--- config.mk ---
export PLATFORM = sky130hd
export DESIGN_NAME = mode_handshake
export DESIGN_NICKNAME = d
export VERILOG_FILES = /design/src/rtl/mode_pkg.sv /design/src/rtl/init_ack_timer.sv /design/src/rtl/idle_window.sv /design/src/rtl/sleep_fsm.sv /design/src/rtl/mode_handshake.sv
export SDC_FILE = /design/constraint.sdc
export NUM_CORES = 1
export LEC_CHECK = 0
export BUFFER_PORTS_ARGS = -buffer_cell sky130_fd_sc_hd__buf_4
export CAP_MARGIN = 20
export CORE_AREA = 3 3 40 42
export CTS_CLUSTER_SIZE = 14
export DETAILED_ROUTE_END_ITERATION = 12
export DIE_AREA = 0 0 43 45
export GPL_TIMING_DRIVEN = 0
export PLACE_DENSITY = 0.49
export SYNTH_ARGS = -nofsm -noshare
export SYNTH_HDL_FRONTEND = slang
export SYNTH_HIERARCHICAL = 1
export SYNTH_SLANG_ARGS = --single-unit
export TNS_END_PERCENT = 50
--- constraint.sdc ---
create_clock -name clk -period 2.1 [get_ports clk]
set_clock_uncertainty 0.1 [all_clocks]
set_input_delay 0.21 -clock clk [delete_from_list [all_inputs] [get_ports clk]]
set_output_delay 0.21 -clock clk [all_outputs]
set_load 0.02 [all_outputs]
--- src/rtl/mode_pkg.sv ---
package mode_pkg;
  typedef enum logic [1:0] {
    SLP_RUN   = 2'd0,
    SLP_ARMED = 2'd1,
    SLP_ASLEEP = 2'd2,
    SLP_WOKEN = 2'd3
  } sleep_state_t;
endpackage

--- src/rtl/init_ack_timer.sv ---
module init_ack_timer #(
  parameter int INIT_DELAY = 4
) (
  input  logic clk,
  input  logic rst_n,
  input  logic init_req,
  output logic init_ack
);
  localparam int CW = (INIT_DELAY < 2) ? 1 : $clog2(INIT_DELAY);
  localparam logic [CW-1:0] LAST = CW'(INIT_DELAY - 1);

  logic [CW-1:0] cnt_q;
  logic          ack_q;

  always_ff @(posedge clk) begin
    if (!rst_n) begin
      cnt_q <= '0;
      ack_q <= 1'b0;
    end else if (!init_req) begin
      cnt_q <= '0;
      ack_q <= 1'b0;
    end else if (!ack_q) begin
      if (cnt_q == LAST) begin
        ack_q <= 1'b1;
        cnt_q <= '0;
      end else begin
        cnt_q <= cnt_q + 1'b1;
      end
    end
  end

  assign init_ack = ack_q;

  AST_ACK_DROPS_WITHOUT_REQ: assert property (@(posedge clk) disable iff (!rst_n)
    !init_req |=> !init_ack);
  AST_ACK_RISE_NEEDS_REQ: assert property (@(posedge clk) disable iff (!rst_n)
    $rose(init_ack) |-> $past(init_req));
  AST_CNT_IN_RANGE: assert property (@(posedge clk) disable iff (!rst_n)
    cnt_q <= LAST);
endmodule

--- src/rtl/idle_window.sv ---
module idle_window #(
  parameter int IDLE_CYCLES = 3
) (
  input  logic clk,
  input  logic rst_n,
  input  logic clear,
  input  logic bus_idle,
  output logic window_done
);
  localparam int CW = (IDLE_CYCLES < 2) ? 1 : $clog2(IDLE_CYCLES);
  localparam logic [CW-1:0] LAST = CW'(IDLE_CYCLES - 1);

  logic [CW-1:0] cnt_q;

  assign window_done = bus_idle && (cnt_q == LAST);

  always_ff @(posedge clk) begin
    if (!rst_n || clear || !bus_idle || window_done) begin
      cnt_q <= '0;
    end else begin
      cnt_q <= cnt_q + 1'b1;
    end
  end

  AST_IDLE_CNT_RANGE: assert property (@(posedge clk) disable iff (!rst_n)
    cnt_q <= LAST);
  AST_BUSY_RESTARTS: assert property (@(posedge clk) disable iff (!rst_n)
    !bus_idle |=> cnt_q == '0);
endmodule

--- src/rtl/sleep_fsm.sv ---
module sleep_fsm
  import mode_pkg::*;
(
  input  logic clk,
  input  logic rst_n,
  input  logic init_req,
  input  logic sleep_req,
  input  logic wake_en,
  input  logic bus_active,
  input  logic window_done,
  output logic window_clear,
  output logic sleep_ack
);
  sleep_state_t st_q, st_d;

  always_comb begin
    st_d = st_q;
    if (init_req || !sleep_req) begin
      st_d = SLP_RUN;
    end else begin
      unique case (st_q)
        SLP_RUN:    st_d = SLP_ARMED;
        SLP_ARMED:  if (window_done) st_d = SLP_ASLEEP;
        SLP_ASLEEP: if (wake_en && bus_active) st_d = SLP_WOKEN;
        SLP_WOKEN:  st_d = SLP_WOKEN;
        default:    st_d = SLP_RUN;
      endcase
    end
  end

  always_ff @(posedge clk) begin
    if (!rst_n) st_q <= SLP_RUN;
    else        st_q <= st_d;
  end

  assign window_clear = (st_q != SLP_ARMED);
  assign sleep_ack    = (st_q == SLP_ASLEEP);

  AST_SLEEP_ACK_NEEDS_DONE: assert property (@(posedge clk) disable iff (!rst_n)
    $rose(sleep_ack) |-> $past(window_done));
  AST_SLEEP_ACK_DROPS: assert property (@(posedge clk) disable iff (!rst_n)
    !sleep_req |=> !sleep_ack);
  AST_WAKE_CLEARS: assert property (@(posedge clk) disable iff (!rst_n)
    (sleep_ack && wake_en && bus_active) |=> !sleep_ack);
  AST_NO_WAKE_DISABLED: assert property (@(posedge clk) disable iff (!rst_n)
    (sleep_ack && !wake_en && sleep_req && !init_req) |=> sleep_ack);
  AST_INIT_PRIORITY: assert property (@(posedge clk) disable iff (!rst_n)
    init_req |=> !sleep_ack);
endmodule

--- src/rtl/mode_handshake.sv ---
module mode_handshake #(
  parameter int INIT_DELAY  = 4,
  parameter int IDLE_CYCLES = 3
) (
  input  logic clk,
  input  logic rst_n,
  input  logic init_req,
  input  logic sleep_req,
  input  logic wake_en,
  input  logic bus_active,
  input  logic bus_idle,
  output logic init_ack,
  output logic sleep_ack,
  output logic cfg_wr_en
);
  logic win_clear;
  logic win_done;

  init_ack_timer #(.INIT_DELAY(INIT_DELAY)) u_init (
    .clk      (clk),
    .rst_n    (rst_n),
    .init_req (init_req),
    .init_ack (init_ack)
  );

  idle_window #(.IDLE_CYCLES(IDLE_CYCLES)) u_idle (
    .clk         (clk),
    .rst_n       (rst_n),
    .clear       (win_clear),
    .bus_idle    (bus_idle),
    .window_done (win_done)
  );

  sleep_fsm u_sleep (
    .clk          (clk),
    .rst_n        (rst_n),
    .init_req     (init_req),
    .sleep_req    (sleep_req),
    .wake_en      (wake_en),
    .bus_active   (bus_active),
    .window_done  (win_done),
    .window_clear (win_clear),
    .sleep_ack    (sleep_ack)
  );

  assign cfg_wr_en = init_req & init_ack;

  AST_CFG_NEEDS_HELD_REQ: assert property (@(posedge clk) disable iff (!rst_n)
    cfg_wr_en |-> $past(init_req));
  AST_MODES_EXCLUSIVE: assert property (@(posedge clk) disable iff (!rst_n)
    !(init_ack && sleep_ack));
endmodule

==> results of run 1 <==
-- critical path, stage by stage (launching register included) --
cell	delay, ns
sky130_fd_sc_hd__dfxtp_1	0.40
sky130_fd_sc_hd__and2_1	0.15
sky130_fd_sc_hd__buf_4	0.13
-- area by class of cell --
| type | count | area share |
|---|---|---|
| multi-input combinational | 23 | 0.373 |
| sequential | 7 | 0.343 |
| timing repair buffer | 9 | 0.165 |
| clock buffer | 4 | 0.0642 |
| tap | 15 | 0.0459 |
| inverter | 1 | 0.00917 |
-- layout by cell type, fill, tap and decap left out --
cell / count
sky130_fd_sc_hd__nand3b_1: 1
sky130_fd_sc_hd__nor2_1: 6
sky130_fd_sc_hd__or3_1: 1
sky130_fd_sc_hd__nand2b_1: 1
sky130_fd_sc_hd__and2_1: 2
sky130_fd_sc_hd__buf_4: 9
sky130_fd_sc_hd__a21oi_1: 2
sky130_fd_sc_hd__and3b_1: 1
sky130_fd_sc_hd__clkbuf_4: 3
sky130_fd_sc_hd__nor2b_2: 1
sky130_fd_sc_hd__dfxtp_1: 7
sky130_fd_sc_hd__ha_1: 2
sky130_fd_sc_hd__a211oi_2: 1
sky130_fd_sc_hd__inv_1: 1
sky130_fd_sc_hd__nand4bb_1: 1
sky130_fd_sc_hd__mux2i_1: 1
sky130_fd_sc_hd__nand2_1: 3
sky130_fd_sc_hd__clkbuf_1: 1
-- flip-flops by register name, indices dropped and copies added (netlist names) --
| name | flops |
|---|---|
| u_sleep/st_q | 2 |
| u_init/init_ack | 1 |
| u_init/cnt_q | 2 |
| u_idle/cnt_q | 2 |
-- metrics by stage --
stage / power, uW / utilization / std cells / setup slack, ns / area (um^2)
after CTS: 283 / 0.318 / 59 / 0.840 / 409
after global placement: 159 / 0.298 / 55 / 0.933 / 383
after floorplan: 148 / - / 31 / 0.972 / 297
after detailed placement: 161 / 0.298 / 55 / 0.898 / 383
final: 275 / 0.318 / 59 / 0.859 / 409
after global routing: 296 / 0.318 / 59 / 0.789 / 409
-- power by group through the flow --
stage | Sequential [uW] | Combinational (uW) | Clock (uW)
4_1_cts | 138 | 19.8 | 125
2_1_floorplan | 141 | 7.70 | 0
5_1_grt | 139 | 21.4 | 136
3_3_place_gp | 141 | 18.4 | 0
6_report | 139 | 19.4 | 117
3_5_place_dp | 141 | 19.5 | 0
-- cells by family (layout without fill, tap and decap cells) --
group                      Yosys count  after routing  share of synthesized area
adders and majority gates            2              2                     0.0844
DFF                                  7              7                      0.473
and+or+nand+nor                     17             17                      0.321
AOI/OAI and AO/OA                    3              3                     0.0759
muxes                                1              1                     0.0338
buffers and inverters                1             14                     0.0126
-- worst paths after layout --
path | endpoint | slack, ns | cells after the start | start
worst max-delay path | cfg_wr_en | 0.86 | 2 | u_init/init_ack$_SDFF_PN0_
worst min-delay path | u_sleep/st_q[0]$_SDFFE_PP0P_ | 0.14 | 3 | bus_active
worst max register to register | u_sleep/st_q[0]$_SDFFE_PP0P_ | 0.91 | 5 | u_idle/cnt_q[0]$_SDFF_PP0_
worst min register to register | u_idle/cnt_q[0]$_SDFF_PP0_ | 0.32 | 1 | u_idle/cnt_q[0]$_SDFF_PP0_
-- routing by layer --
layer  GRT usage  up-vias  wire length (um)
met5           0        -                 0
met4      0.0361        0                 0
met3      0.0398        0                64
met2       0.111       10               242
met1      0.0747      113               255
li1            -      132                 -
==> results.py, run 1 <==
metrics = {
    "sta": {
        "whs_ns": 0.141,
        "clock.fmax_ghz": 0.806,
        "timing.final.crit_share": 0.591,
        "finalHoldViolCount": 0,
        "finalSetupTns_ns": 0,
        "timing.slew.headroom": 0.879,
        "period_minus_slack_ns": 1.24,
        "setup-violations-final": 0,
        "finalMaxSlewViolations": 0,
        "rsz0062_at_grt": "false",
        "worst_slew_pin_slew_ns": 0.182,
    },
    "final_layout": {
        "nFillCells": 141,
        "layout.area.seq_um2": 140,
        "finish.net_count": 54,
        "syn2layout_area_growth_pct": 38.0,
        "antenna_cells": 0,
        "drive_above_1_share": 0.318,
        "multiInputGateArea_um2": 153,
    },
    "run": {
        "max_cap_violations": 0,
    },
    "worst_setup_path": {
        "worstPathArrival_ns": 0.93,
        "timing.critical_path.to_type": "output pin",
        "biggest_fanout_along_the_worst_timing_path": 6,
        "worst_setup_path_start_kind": "register",
        "critical_path_class": "reg2out",
        "timing.critical_path.required_ns": 1.79,
    },
    "yosys": {
        "seq_area_frac_synth": 0.473,
        "synth_flop_cell": "sky130_fd_sc_hd__dfxtp_1",
        "synth_area_leaders": "sky130_fd_sc_hd__dfxtp_1, sky130_fd_sc_hd__ha_1, sky130_fd_sc_hd__nor2_1",
        "syn_nets": 40,
        "synth_top_area_cell": "sky130_fd_sc_hd__dfxtp_1",
        "synth_seq_cells": 7,
        "yosys_warnings": 6,
        "number_of_synthesized_flops_with_an_enable_pin": 0,
        "synthesis.instances": 31,
        "post_synth_num_cell_types": 15,
        "synth_most_common_cell": "sky130_fd_sc_hd__dfxtp_1",
        "post_synth.cell_area_avg_um2": 9.57,
        "synthesis.area_um2": 297,
        "synth.top_cells.by_count": "sky130_fd_sc_hd__dfxtp_1, sky130_fd_sc_hd__nor2_1, sky130_fd_sc_hd__nand2_1",
        "synth_largest_type_area_fraction": 0.473,
        "async_reset_ff_frac": 0,
    },
    "placed_design": {
        "place_hpwl_um": 484,
        "place.gp.congestion": 0.677,
        "port_buffers": 9,
    },
    "drt": {
        "vias": 255,
        "wl_per_cell_um": 9.53,
        "drt_iter0_drc": 1,
        "final_antenna_net_count": 0,
        "firstDrtPassIters": 2,
        "routed_wl_um": 562,
        "remaining_drc_errors": 0,
        "average_vias_per_placed_instance": 4.32,
    },
    "min_path": {
        "min-delay-path-class": "in2reg",
    },
    "die": {
        "floorplan.die_area_mm2": 0.00194,
        "placementRows": 13,
        "coreArea_mm2": 0.00128,
        "die_h_um": 45,
        "boundaryPins": 10,
        "chipWidth_um": 43,
        "initial_utilization": 0.231,
    },
    "power_and_ir_drop": {
        "seq_power_share": 0.503,
        "combinationalPowerShare": 0.071,
        "power-per-cell-area_mw_per_mm2": 673,
        "peakVddDrop_v": 0.000228,
        "p_sw_frac": 0.200,
        "total_switching_power_uw": 55.2,
        "share_clk_of_total_power": 0.426,
        "power.leakage_uw": 0.000179,
        "internal_power_uw": 220,
    },
    "global_routing": {
        "grt_max_degree": 7,
        "gr-usage-all-layers": 0.0699,
        "grt_pass1_vias": 268,
        "antenna_found_initial": 0,
        "global_route_wire_length_before_repair_um": 993,
        "grt_remaining_overflow": 0,
    },
    "clock_network": {
        "cts.repair_timing.setup_buffer_count": 0,
        "tritoncts_buffers": 3,
        "ctsResizeCount": 0,
        "insertion_delay_ns": 0.24,
        "cts.reportedPaths.clkPinSlew_ns": 0.05,
        "cts.path.max_buffers": 2,
        "cts_hold_repair.buffers": 0,
        "tritoncts": "yes",
        "clock_sinks": 7,
        "clock-root-buffer": "sky130_fd_sc_hd__clkbuf_4",
        "cts.htree.levels": 1,
    },
    "outcome": {
        "status": "finished, final reports clean",
    },
}
Note: power is estimated with default switching activity, not from simulation.
==> inputs of run 2 (changes only) <==
Settings changed: ABC_AREA set to 1, PLACE_DENSITY 0.49 to 0.52.
Clock period 2.1 ns to 1 ns, I/O delays scaled along.
==> run 2 against run 1 <==
- the flow now finishes with violations (negative setup slack)
- flip-flop and latch count unchanged
- worst hold slack got worse by 0.10 ns
- clock power increased by 120%
==> results.py, run 2 <==
metrics = {
    "yosys": {
        "synthesis.area_um2": 313,
        "seq_area_frac_synth": 0.448,
        "post_synth.cell_area_avg_um2": 7.11,
        "synthesis.instances": 44,
        "synth_seq_cells": 7,
        "yosys_warnings": 6,
        "synth_area_leaders": "sky130_fd_sc_hd__dfxtp_1, sky130_fd_sc_hd__nand2_1, sky130_fd_sc_hd__nor2_1",
        "syn_nets": 53,
        "synth_top_area_cell": "sky130_fd_sc_hd__dfxtp_1",
        "synth_largest_type_area_fraction": 0.448,
        "async_reset_ff_frac": 0,
        "number_of_synthesized_flops_with_an_enable_pin": 0,
        "synth_most_common_cell": "sky130_fd_sc_hd__nand2_1",
        "synth.top_cells.by_count": "sky130_fd_sc_hd__nand2_1, sky130_fd_sc_hd__nor2_1, sky130_fd_sc_hd__dfxtp_1, sky130_fd_sc_hd__inv_1",
        "synth_flop_cell": "sky130_fd_sc_hd__dfxtp_1",
        "post_synth_num_cell_types": 11,
    },
    "drt": {
        "firstDrtPassIters": 2,
        "vias": 301,
        "routed_wl_um": 632,
        "drt_iter0_drc": 3,
        "wl_per_cell_um": 8.32,
        "remaining_drc_errors": 0,
        "average_vias_per_placed_instance": 3.96,
        "final_antenna_net_count": 0,
    },
    "final_layout": {
        "core_utilization_of_the_finished_layout": 0.395,
        "layout.area.seq_um2": 149,
        "drive_above_1_share": 0.557,
        "final_area_um2": 508,
        "syn2layout_area_growth_pct": 62.4,
        "nFillCells": 135,
        "final_cell_mix": "sky130_fd_sc_hd__buf_4, sky130_fd_sc_hd__nand2_1, sky130_fd_sc_hd__nor2_1",
        "layout.cells.most_common": "sky130_fd_sc_hd__buf_4",
        "finish.net_count": 71,
        "largest_registers": "u_idle/cnt_q (2), u_init/cnt_q (2), u_sleep/st_q (2)",
        "antenna_cells": 0,
        "multiInputGateArea_um2": 179,
    },
    "die": {
        "floorplan.die_area_mm2": 0.00194,
        "boundaryPins": 10,
        "chipWidth_um": 43,
        "die_h_um": 45,
        "initial_utilization": 0.243,
        "placementRows": 13,
        "coreArea_mm2": 0.00128,
    },
    "sta": {
        "post-route-worst-setup-slack_ns": -0.0284,
        "finalHoldViolCount": 0,
        "timing.final.crit_share": 1.03,
        "setup-violations-final": 1,
        "worst_slew_pin_slew_ns": 0.115,
        "finalSetupTns_ns": -0.0284,
        "finalMaxSlewViolations": 0,
        "timing.slew.headroom": 0.923,
        "period_minus_slack_ns": 1.03,
        "rsz0062_at_grt": "true",
        "clock.fmax_ghz": 0.972,
    },
    "power_and_ir_drop": {
        "power.leakage_uw": 0.000246,
        "peakVddDrop_v": 0.000903,
        "power-per-cell-area_mw_per_mm2": 1160,
    },
    "global_routing": {
        "grt_pass1_vias": 275,
        "grt_max_degree": 6,
        "grt_remaining_overflow": 0,
        "gr-usage-all-layers": 0.0777,
        "antenna_found_initial": 0,
        "global_route_wire_length_before_repair_um": 1080,
    },
    "clock_network": {
        "tritoncts": "yes",
        "cts.path.max_buffers": 2,
        "cts.htree.levels": 1,
        "tritoncts_buffers": 3,
        "clock_sinks": 7,
        "cts_hold_repair.buffers": 0,
        "cts.reportedPaths.clkPinSlew_ns": 0.05,
        "clock-root-buffer": "sky130_fd_sc_hd__clkbuf_4",
        "insertion_delay_ns": 0.24,
    },
    "run": {
        "max_cap_violations": 0,
    },
    "worst_setup_path": {
        "critical_path.reg2reg.startpoint": "u_idle/cnt_q[0]$_SDFF_PP0_",
        "worst_setup_path_start_kind": "register",
        "biggest_fanout_along_the_worst_timing_path": 5,
        "critical_path_class": "reg2out",
        "timing.critical_path.to_type": "output pin",
        "timing.critical_path.required_ns": 0.80,
        "worstPathArrival_ns": 0.83,
        "worst_setup_path_startpoint": "u_sleep/st_q[0]$_SDFFE_PP0P_",
    },
    "outcome": {
        "violations": "negative setup slack",
        "status": "finished with violations",
    },
    "placed_design": {
        "place.gp.congestion": 0.677,
        "port_buffers": 9,
        "place_area_um2": 399,
        "place_hpwl_um": 425,
    },
    "min_path": {
        "min-delay-start": "sleep_req",
        "min-delay-path-class": "in2reg",
    },
}
run 2: layout make-up:
class	count	area share
multi-input combinational	29	0.352
sequential	7	0.293
timing repair buffer	13	0.207
inverter	8	0.0591
clock buffer	4	0.0517
tap	15	0.0369
run 2: timing repair:
| item | 4_1_cts | 5_1_grt |
|---|---|---|
| gates resized for setup | 8 | 12 |
| setup buffers | 3 | 1 |
| pin swaps | 3 | 3 |
| setup endpoints to repair | 5 | 7 |
| cloned | 0 | 0 |
run 2: kinds of logic after synthesis:
| logic type | after synthesis | synth area share |
|---|---|---|
| AND/OR/NAND/NOR | 25 | 0.344 |
| flip-flops | 7 | 0.448 |
| adder cells (fa/ha/maj) | 2 | 0.0800 |
| AO/OA/AOI/OAI | 2 | 0.0320 |
| buffers and inverters | 8 | 0.0960 |
run 2: metal layers:
metal / up-vias / wire length (um) / global-route usage / share of wire
met5: - / 0 / 0 / 0
met4: 0 / 0 / 0 / 0
met3: 0 / 72 / 0.0598 / 0.11
met2: 11 / 290 / 0.126 / 0.46
met1: 124 / 269 / 0.0876 / 0.43
li1: 166 / - / - / -
run 2: worst max-delay path, stage by stage, from the launching register on:
cell and delay, ns:
sky130_fd_sc_hd__dfxtp_4 0.36, sky130_fd_sc_hd__nor2_4 0.10, sky130_fd_sc_hd__buf_6 0.11
run 2: per-stage QoR:
stage                     std cells  hold slack [ns]  setup slack [ns]  total power, uW
after floorplan                  44            0.161            0.0160              315
after global routing             76           0.0638           -0.0677              631
after detailed placement         68            0.301           -0.0397              340
after CTS                        75           0.0368           -0.0506              601
after global placement           68            0.300           -0.0313              339
final                            76           0.0412           -0.0284              591
run 2: worst paths after layout:
check / to / slack [ns] / cells past startpoint
max reg2reg: u_sleep/st_q[1]$_SDFFE_PP0P_ / 0 / 6
max: sleep_ack / -0.03 / 2
min reg2reg: u_idle/cnt_q[0]$_SDFF_PP0_ / 0.30 / 1
min: u_sleep/st_q[0]$_SDFFE_PP0P_ / 0.04 / 3
run 2: power breakdown:
| group | internal [uW] | switching (uW) | leakage (uW) |
|---|---|---|---|
| clock network | 152 | 101 | 0.0000150 |
| logic | 27.1 | 19.7 | 0.000172 |
| registers | 285 | 6.32 | 0.0000596 |
==> inputs of run 3 (changes only) <==
Settings changed: PLACE_DENSITY 0.52 to 0.49.
==> run 3 against run 2 <==
- the run still ends with negative setup slack left
- worst hold slack barely moved
- fmax fell by 0.33%
- global-route usage increased by 0.75 points
- critical endpoint unchanged
- largest cell class unchanged
==> results.py, run 3 (synthesized netlist as in run 2, its figures left out) <==
metrics = {
    "clock_network": {
        "clock-root-buffer": "sky130_fd_sc_hd__clkbuf_4",
        "tritoncts_buffers": 3,
        "cts.path.max_buffers": 2,
        "cts.reportedPaths.clkPinSlew_ns": 0.05,
        "clock_sinks": 7,
        "insertion_delay_ns": 0.25,
        "tritoncts": "yes",
        "cts_hold_repair.buffers": 0,
        "cts.htree.levels": 1,
    },
    "drt": {
        "remaining_drc_errors": 0,
        "wl_per_cell_um": 8.58,
        "routed_wl_um": 661,
        "drt_iter0_drc": 1,
        "vias": 309,
        "average_vias_per_placed_instance": 4.01,
        "final_antenna_net_count": 0,
        "firstDrtPassIters": 2,
    },
    "outcome": {
        "violations": "negative setup slack",
        "status": "finished with violations",
    },
    "global_routing": {
        "antenna_found_initial": 0,
        "grt_max_degree": 6,
        "grt_remaining_overflow": 0,
        "global_route_wire_length_before_repair_um": 1130,
        "grt_pass1_vias": 303,
        "gr-usage-all-layers": 0.0852,
    },
    "final_layout": {
        "core_utilization_of_the_finished_layout": 0.409,
        "layout.cells.most_common": "sky130_fd_sc_hd__buf_4",
        "nFillCells": 130,
        "drive_above_1_share": 0.597,
        "final_area_um2": 526,
        "final_cell_mix": "sky130_fd_sc_hd__buf_4, sky130_fd_sc_hd__nand2_1, sky130_fd_sc_hd__nor2_1",
        "largest_registers": "u_idle/cnt_q (2), u_init/cnt_q (2), u_sleep/st_q (2)",
        "antenna_cells": 0,
        "final_cells": 77,
        "finish.net_count": 72,
        "syn2layout_area_growth_pct": 68.0,
    },
    "placed_design": {
        "place_area_um2": 399,
        "place.gp.congestion": 0.717,
        "place_hpwl_um": 439,
        "port_buffers": 9,
        "placed_cells": 68,
    },
    "sta": {
        "clock.fmax_ghz": 0.969,
        "worst_slew_pin_slew_ns": 0.113,
        "period_minus_slack_ns": 1.03,
        "rsz0062_at_grt": "true",
        "finalMaxSlewViolations": 0,
        "timing.final.crit_share": 1.03,
        "post-route-worst-setup-slack_ns": -0.0318,
        "timing.slew.headroom": 0.924,
        "setup-violations-final": 1,
        "finalHoldViolCount": 0,
        "finalSetupTns_ns": -0.0318,
    },
    "worst_setup_path": {
        "timing.critical_path.to_type": "output pin",
        "biggest_fanout_along_the_worst_timing_path": 5,
        "worstPathArrival_ns": 0.83,
        "timing.critical_path.required_ns": 0.80,
        "critical_path_class": "reg2out",
        "worst_setup_path_start_kind": "register",
    },
    "run": {
        "max_cap_violations": 0,
    },
    "die": {
        "floorplan.die_area_mm2": 0.00194,
        "placementRows": 13,
        "initial_utilization": 0.243,
        "chipWidth_um": 43,
        "coreArea_mm2": 0.00128,
        "boundaryPins": 10,
        "die_h_um": 45,
    },
    "power_and_ir_drop": {
        "peakVddDrop_v": 0.000740,
        "power.leakage_uw": 0.000248,
        "power-per-cell-area_mw_per_mm2": 1120,
    },
    "min_path": {
        "min-delay-path-class": "in2reg",
    },
}
[run 3: metrics by stage]
stage          hold slack [ns]  setup slack [ns]  total power, uW
4_1_cts                 0.0466           -0.0520              600
5_1_grt                 0.0437           -0.0600              629
6_report                0.0417           -0.0318              589
3_3_place_gp             0.301           -0.0291              339
2_1_floorplan            0.161            0.0160              315
3_5_place_dp             0.306           -0.0531              340
[run 3: area by class of cell]
type                            count  area, um^2  share of cell area
Inverter                            8        30.0              0.0571
Multi-Input combinational cell     29         184               0.350
Timing Repair Buffer               14         116               0.221
Clock buffer                        4        26.3              0.0500
Sequential cell                     7         150               0.286
Tap cell                           15        18.8              0.0357
[run 3: repair_timing]
action                     in CTS  in global routing
pin swaps                       1                  7
setup buffers                   2                  3
gates resized for setup         8                 16
setup endpoints to repair       5                  7
[run 3: routing by layer]
metal  global-route usage  part of all wire  vias to the layer above
li1                     -                 -                      168
met1               0.0754              0.39                      132
met2                0.150              0.54                        9
met3               0.0598             0.077                        0
met4               0.0361                 0                        0
met5                    0                 0                        -
[run 3: final timing paths]
check	depth (start not counted)	from	slack (ns)	to
setup reg to reg	6	u_idle/cnt_q[0]$_SDFF_PP0_	0.01	u_sleep/st_q[1]$_SDFFE_PP0P_
hold / removal	3	sleep_req	0.04	u_sleep/st_q[0]$_SDFFE_PP0P_
hold reg to reg	1	u_idle/cnt_q[0]$_SDFF_PP0_	0.30	u_idle/cnt_q[0]$_SDFF_PP0_
setup / recovery	2	u_sleep/st_q[0]$_SDFFE_PP0P_	-0.03	sleep_ack
[run 3: power by group]
group | leakage [uW] | switching (uW) | total, uW | internal (uW)
clock | 0.0000150 | 101 | 253 | 152
sequential | 0.0000594 | 6.78 | 289 | 282
combinational | 0.000173 | 19.6 | 47.2 | 27.6
[run 3: critical path: stages, from the launching register on]
cell and delay (ns):
sky130_fd_sc_hd__dfxtp_4 0.37, sky130_fd_sc_hd__nor2_4 0.10, sky130_fd_sc_hd__buf_6 0.11
